$ cat config.mk
export PLATFORM = sky130hd
export DESIGN_NAME = updown_blank_timer
export DESIGN_NICKNAME = d
export VERILOG_FILES = /design/src/rtl/ubt_pkg.sv /design/src/rtl/ubt_updown_counter.sv /design/src/rtl/ubt_blank_compare.sv /design/src/rtl/updown_blank_timer.sv
export SDC_FILE = /design/constraint.sdc
export NUM_CORES = 1
export LEC_CHECK = 0
export ABC_AREA = 0
export CORE_ASPECT_RATIO = 0.6
export CORE_MARGIN = 8
export CORE_UTILIZATION = 51
export CTS_CLUSTER_DIAMETER = 80
export DETAILED_ROUTE_END_ITERATION = 8
export PLACE_DENSITY_LB_ADDON = 0.05
export SKIP_LAST_GASP = 1
export SLEW_MARGIN = 0
export SYNTH_ARGS = -nofsm -noshare
export SYNTH_HDL_FRONTEND = slang
export SYNTH_HIERARCHICAL = 1
export SYNTH_SLANG_ARGS = --single-unit
export TNS_END_PERCENT = 100
$ cat constraint.sdc
create_clock -name clk -period 2.7 [get_ports clk]
set_input_delay 0.405 -clock clk [delete_from_list [all_inputs] [get_ports clk]]
set_output_delay 0.405 -clock clk [all_outputs]
set_load 0.02 [all_outputs]
$ cat src/rtl/ubt_pkg.sv
package ubt_pkg;
  typedef enum logic {
    DIR_RISE = 1'b0,
    DIR_FALL = 1'b1
  } ubt_dir_e;
endpackage

$ cat src/rtl/ubt_updown_counter.sv
module ubt_updown_counter
  import ubt_pkg::*;
#(
  parameter int CW = 8
) (
  input  logic          clk,
  input  logic          rst,
  input  logic          step_i,
  input  logic [CW-1:0] reload_i,
  output logic [CW-1:0] cnt_o,
  output logic [CW-1:0] cnt_next_o
);
  localparam logic [CW-1:0] ONE  = CW'(1);
  localparam logic [CW-1:0] ZERO = '0;

  logic [CW-1:0] cnt_q, cnt_d;
  ubt_dir_e      dir_q, dir_d;

  // next position on the triangle, used only when a strobe arrives
  always_comb begin
    cnt_d = cnt_q;
    dir_d = dir_q;
    if (dir_q == DIR_RISE) begin
      if (cnt_q < reload_i) begin
        cnt_d = cnt_q + ONE;
        dir_d = ((cnt_q + ONE) >= reload_i) ? DIR_FALL : DIR_RISE;
      end else begin
        cnt_d = (cnt_q == ZERO) ? ZERO : cnt_q - ONE;
        dir_d = (cnt_q > ONE) ? DIR_FALL : DIR_RISE;
      end
    end else begin
      if (cnt_q > ZERO) begin
        cnt_d = cnt_q - ONE;
        dir_d = (cnt_q == ONE) ? DIR_RISE : DIR_FALL;
      end else begin
        cnt_d = (reload_i > ZERO) ? ONE : ZERO;
        dir_d = (reload_i > ONE) ? DIR_RISE : DIR_FALL;
      end
    end
  end

  always_ff @(posedge clk) begin
    if (rst) begin
      cnt_q <= ZERO;
      dir_q <= DIR_RISE;
    end else if (step_i) begin
      cnt_q <= cnt_d;
      dir_q <= dir_d;
    end
  end

  assign cnt_o      = cnt_q;
  assign cnt_next_o = cnt_d;


  cnt_hold_chk: assert property (@(posedge clk) disable iff (rst)
    !step_i |=> $stable(cnt_q));


  rise_step_chk: assert property (@(posedge clk) disable iff (rst)
    (step_i && dir_q == DIR_RISE && cnt_q < reload_i) |=> cnt_q == $past(cnt_q) + ONE);


  fall_step_chk: assert property (@(posedge clk) disable iff (rst)
    (step_i && dir_q == DIR_FALL && cnt_q > ZERO) |=> cnt_q == $past(cnt_q) - ONE);


  flat_zero_chk: assert property (@(posedge clk) disable iff (rst)
    (step_i && reload_i == ZERO && cnt_q == ZERO) |=> cnt_q == ZERO);
endmodule

$ cat src/rtl/ubt_blank_compare.sv
module ubt_blank_compare #(
  parameter int CW = 8
) (
  input  logic          clk,
  input  logic          rst,
  input  logic          step_i,
  input  logic [CW-1:0] cnt_next_i,
  input  logic [CW-1:0] cmp_i,
  output logic          pwm_o
);
  logic pwm_q;

  always_ff @(posedge clk) begin
    if (rst)         pwm_q <= 1'b0;
    else if (step_i) pwm_q <= (cnt_next_i < cmp_i);
  end

  assign pwm_o = pwm_q;


  pwm_hold_chk: assert property (@(posedge clk) disable iff (rst)
    !step_i |=> $stable(pwm_q));


  zero_cmp_low_chk: assert property (@(posedge clk) disable iff (rst)
    (step_i && cmp_i == '0) |=> !pwm_q);
endmodule

$ cat src/rtl/updown_blank_timer.sv
module updown_blank_timer #(
  parameter int CW = 8
) (
  input  logic          clk,
  input  logic          rst,
  input  logic          step_i,
  input  logic [CW-1:0] reload_i,
  input  logic [CW-1:0] cmp_i,
  output logic          pwm_o
);
  logic [CW-1:0] cnt;
  logic [CW-1:0] cnt_next;

  ubt_updown_counter #(.CW(CW)) u_counter (
    .clk        (clk),
    .rst        (rst),
    .step_i     (step_i),
    .reload_i   (reload_i),
    .cnt_o      (cnt),
    .cnt_next_o (cnt_next)
  );

  ubt_blank_compare #(.CW(CW)) u_compare (
    .clk        (clk),
    .rst        (rst),
    .step_i     (step_i),
    .cnt_next_i (cnt_next),
    .cmp_i      (cmp_i),
    .pwm_o      (pwm_o)
  );


  high_cmp_chk: assert property (@(posedge clk) disable iff (rst)
    (step_i && cmp_i > reload_i && cnt <= reload_i) |=> pwm_o);


  reset_low_chk: assert property (@(posedge clk)
    rst |=> !pwm_o);
endmodule

==> flow_summary.toml <==
[place]
routabilityCongestion = 1.023
placed_cell_area_sq_um = 2051
port_buffers = 19
dp_hpwl_um = 3933

[setup_path]
end_kind = "flop"
r2r-end = "u_compare/pwm_o"
rr_startpoint = "u_counter/cnt_o[7]"
r2r.worst_path.cells = 12
worst-path-buf-inv = 1
cp.depth = 12
path_cells = "buf_4 -> nor4_2 -> and2_4 -> nand2_2 -> o21ai_4 -> o21a_1 -> nor2_2 -> ha_1 -> a21o_1 -> a21oi_2 -> o31ai_2 -> a31oi_1"
cp_max_fo = 5
regToRegSetupSlack_ns = -0.06
crit_slowest_cell = "nor4_2"
max_stage_delay_ns = 0.44
critical-path-top-delay-family = "compound AO/OA/AOI/OAI gates"
critPathLaunchType = "flop"
criticalPathCategory = "reg -> reg"
critPathArrivalTime_ns = 2.92
critPathRequiredTime_ns = 2.86

[power_and_ir_drop]
swShare_pct = 42.80
p_seq_share_pct = 17.1
pwr-share-comb_pct = 67.8
clock_power_share_pct = 15.1
power_mw = 1.090
p_switching_mw = 0.4666
vdd_drop_max_mv = 0.2725
p_leak_nw = 1.088
power_density_nw_per_um2 = 450.4
p_int_mw = 0.6237

[logic_synthesis]
synth_area_sq_um = 1564
syn_area_per_cell_sq_um = 7.980
synth_ff_type = "dfxtp_1"
netlist_top_cells_area = "ha_1 22%, dfxtp_1 13%, inv_1 4.8%"
yosysTopAreaCell = "ha_1"
synth-seq-area-share_pct = 12.80
synth-warning-count = 6
ys_ff_latch = 10
synthArstFlopShare_pct = 0
synth_top_area_share_pct = 21.60
yosysUniqueCellTypes = 56
syn_inst = 196
synth_edf_count = 0
synth_nets = 242

[sta]
hold_viol_final = 0
tightest_slew_ns = 0.6025
whs_ns = 0.5814
fmax_ghz = 0.3627
fin_crit_sh_pct = 102.1
setup_slack_ns = -0.05742
final.min_clock_period_ns = 2.757
slew_violations = 0
rsz0062_at_grt = "true"
setup_viol = 1
maxSlewHeadroom_pct = 59.71
skew_ns = 0.001021

[finish]
layout-drive-gt1-share_pct = 46.18
fill_cells = 165
fin_nets = 310
layout_common_cells = "49 x buf_4, 17 x ha_1, 14 x inv_1, 14 x nand2_1, 13 x nor2_1"
mostFrequentLayoutCell = "buf_4"
stdcell_area_sq_um = 2421
syn_to_final_growth_pct = 54.80
diodes = 0

[clocking]
cts_tree = "built"
ctsHtreeMaxLevel = 1
numCtsBuffers = 3
ctsLongestPathBuffers = 2
path_clk_slew_ns = 0.05
root_buffer = "clkbuf_8"
hold_buffers = 0
clock_latency_ns = 0.24
clock-sinks = 10

[die]
fp.dieH_um = 58.90
ios = 20
core_area_sq_um = 2890
dieArea_sq_um = 5153
fp.dieW_um = 87.49
rows = 15
start_util_pct = 54.11

[drt]
vias_per_cell = 6.289
drt_wl_total_um = 6124
drcViolationCount = 0
wl_per_cell_um = 20.14
drtIter0Drc = 260
via_count = 1912
ant_nets = 0
first_pass_iters = 5

[global_routing]
grt_pass1_wl_um = 9128
grt_overflow = 0
grt_usage_pct = 22.49
grt_antenna_before_repair = 0
grt_start_max_net_pins = 15
grt_pass1_vias = 1852

[min_path]
min_from = "u_compare/pwm_o"
hold_path_class = "reg -> reg"
whs_endpoint = "u_compare/pwm_o"
worstHoldPathCells = 2

[status]
violations = "setup timing"
outcome = "complete, but fails checks"

[flow_run]
drv_cap = 0
state kept, by name (all words and copies together), names as in the netlist:
signal	cells
u_counter/cnt_o	8
u_compare/pwm_o	1
u_counter/dir_q	1
kinds of logic (layout without fill, tap and decap cells):
| kind of cell | after synthesis | after routing | share of synthesized area, % |
|---|---|---|---|
| and+or+nand+nor | 66 | 66 | 23.92 |
| AOI/OAI and AO/OA | 53 | 53 | 26.88 |
| buffers and inverters | 29 | 95 | 8.400 |
| adders and majority gates | 27 | 27 | 21.60 |
| DFF | 10 | 10 | 12.80 |
| xor gates and xnor gates | 8 | 8 | 4.480 |
| muxes | 3 | 3 | 1.920 |
cells in the mapped netlist (all sizes together) (4+ instances only):
library cell  instances
nor2                 17
nand3                 9
xor2                  4
inv                  20
buf                   6
xnor2                 4
dfxtp                10
o21ai                 5
o31ai                 4
a21oi                13
ha                   27
nand2                16
nand2b                7
o21a                  4
power groups by stage:
stage | Clock (mW) | Combinational [mW] | Sequential, mW
final | 0.164 | 0.739 | 0.187
after global routing | 0.171 | 0.775 | 0.188
after CTS | 0.167 | 0.637 | 0.183
after detailed placement | 0 | 0.564 | 0.181
after global placement | 0 | 0.542 | 0.180
after floorplan | 0 | 0.351 | 0.184
what timing repair did:
| item | CTS | global route |
|---|---|---|
| setup buffers | 8 | 5 |
| endpoints found under the setup margin | 1 | 2 |
| gates resized for setup | 39 | 37 |
| pin swaps | 20 | 18 |
worst min-delay path, cell delays in order (launching register included):
cell and delay [ns]:
dfxtp_1 0.34, nand2b_1 0.11, a31oi_1 0.08
area by class of cell:
cell class	instances	area (sq um)	area share, %
Multi-Input combinational cell	157	1469	60.67
Timing Repair Buffer	72	575.6	23.77
Sequential cell	10	207.7	8.579
Clock buffer	3	41.29	1.705
Tap cell	42	52.55	2.171
Inverter	20	75.07	3.101
metal layers:
metal  share of wire [%]  GRT usage (%)  wire length (um)  vias up
li1                    -              -                 -      852
met1                  40          27.60              2474      880
met2                  45          36.80              2780      138
met3                 9.9          6.241               605       42
met4                 4.3          7.767               263        0
met5                   0              0                 0        -
how the worst max path moves through the flow:
stage / from / to / slack, ns
finish: u_counter/cnt_o[7] / u_compare/pwm_o / -0.06
global route: u_counter/cnt_o[1] / u_compare/pwm_o / -0.13
CTS: reload_i[1] / u_compare/pwm_o / 0.007
detailed placement: reload_i[7] / u_compare/pwm_o / -0.67
global placement: reload_i[7] / u_compare/pwm_o / -0.56
floorplan: u_counter/cnt_o[0] / u_compare/pwm_o / 0.09
per-stage QoR:
| step | cells | TNS, ns | utilization [%] | setup slack [ns] |
|---|---|---|---|---|
| 3_3_place_gp | 288 | -0.6378 | 70.95 | -0.5568 |
| 3_5_place_dp | 288 | -0.8608 | 70.95 | -0.6740 |
| 6_report | 304 | -0.05742 | 83.77 | -0.05742 |
| 2_1_floorplan | 196 | 0 | - | 0.08950 |
| 4_1_cts | 299 | 0 | 79.39 | 0.006827 |
| 5_1_grt | 304 | -0.1254 | 83.77 | -0.1254 |
No activity file was read; power rests on OpenSTA's default activity.
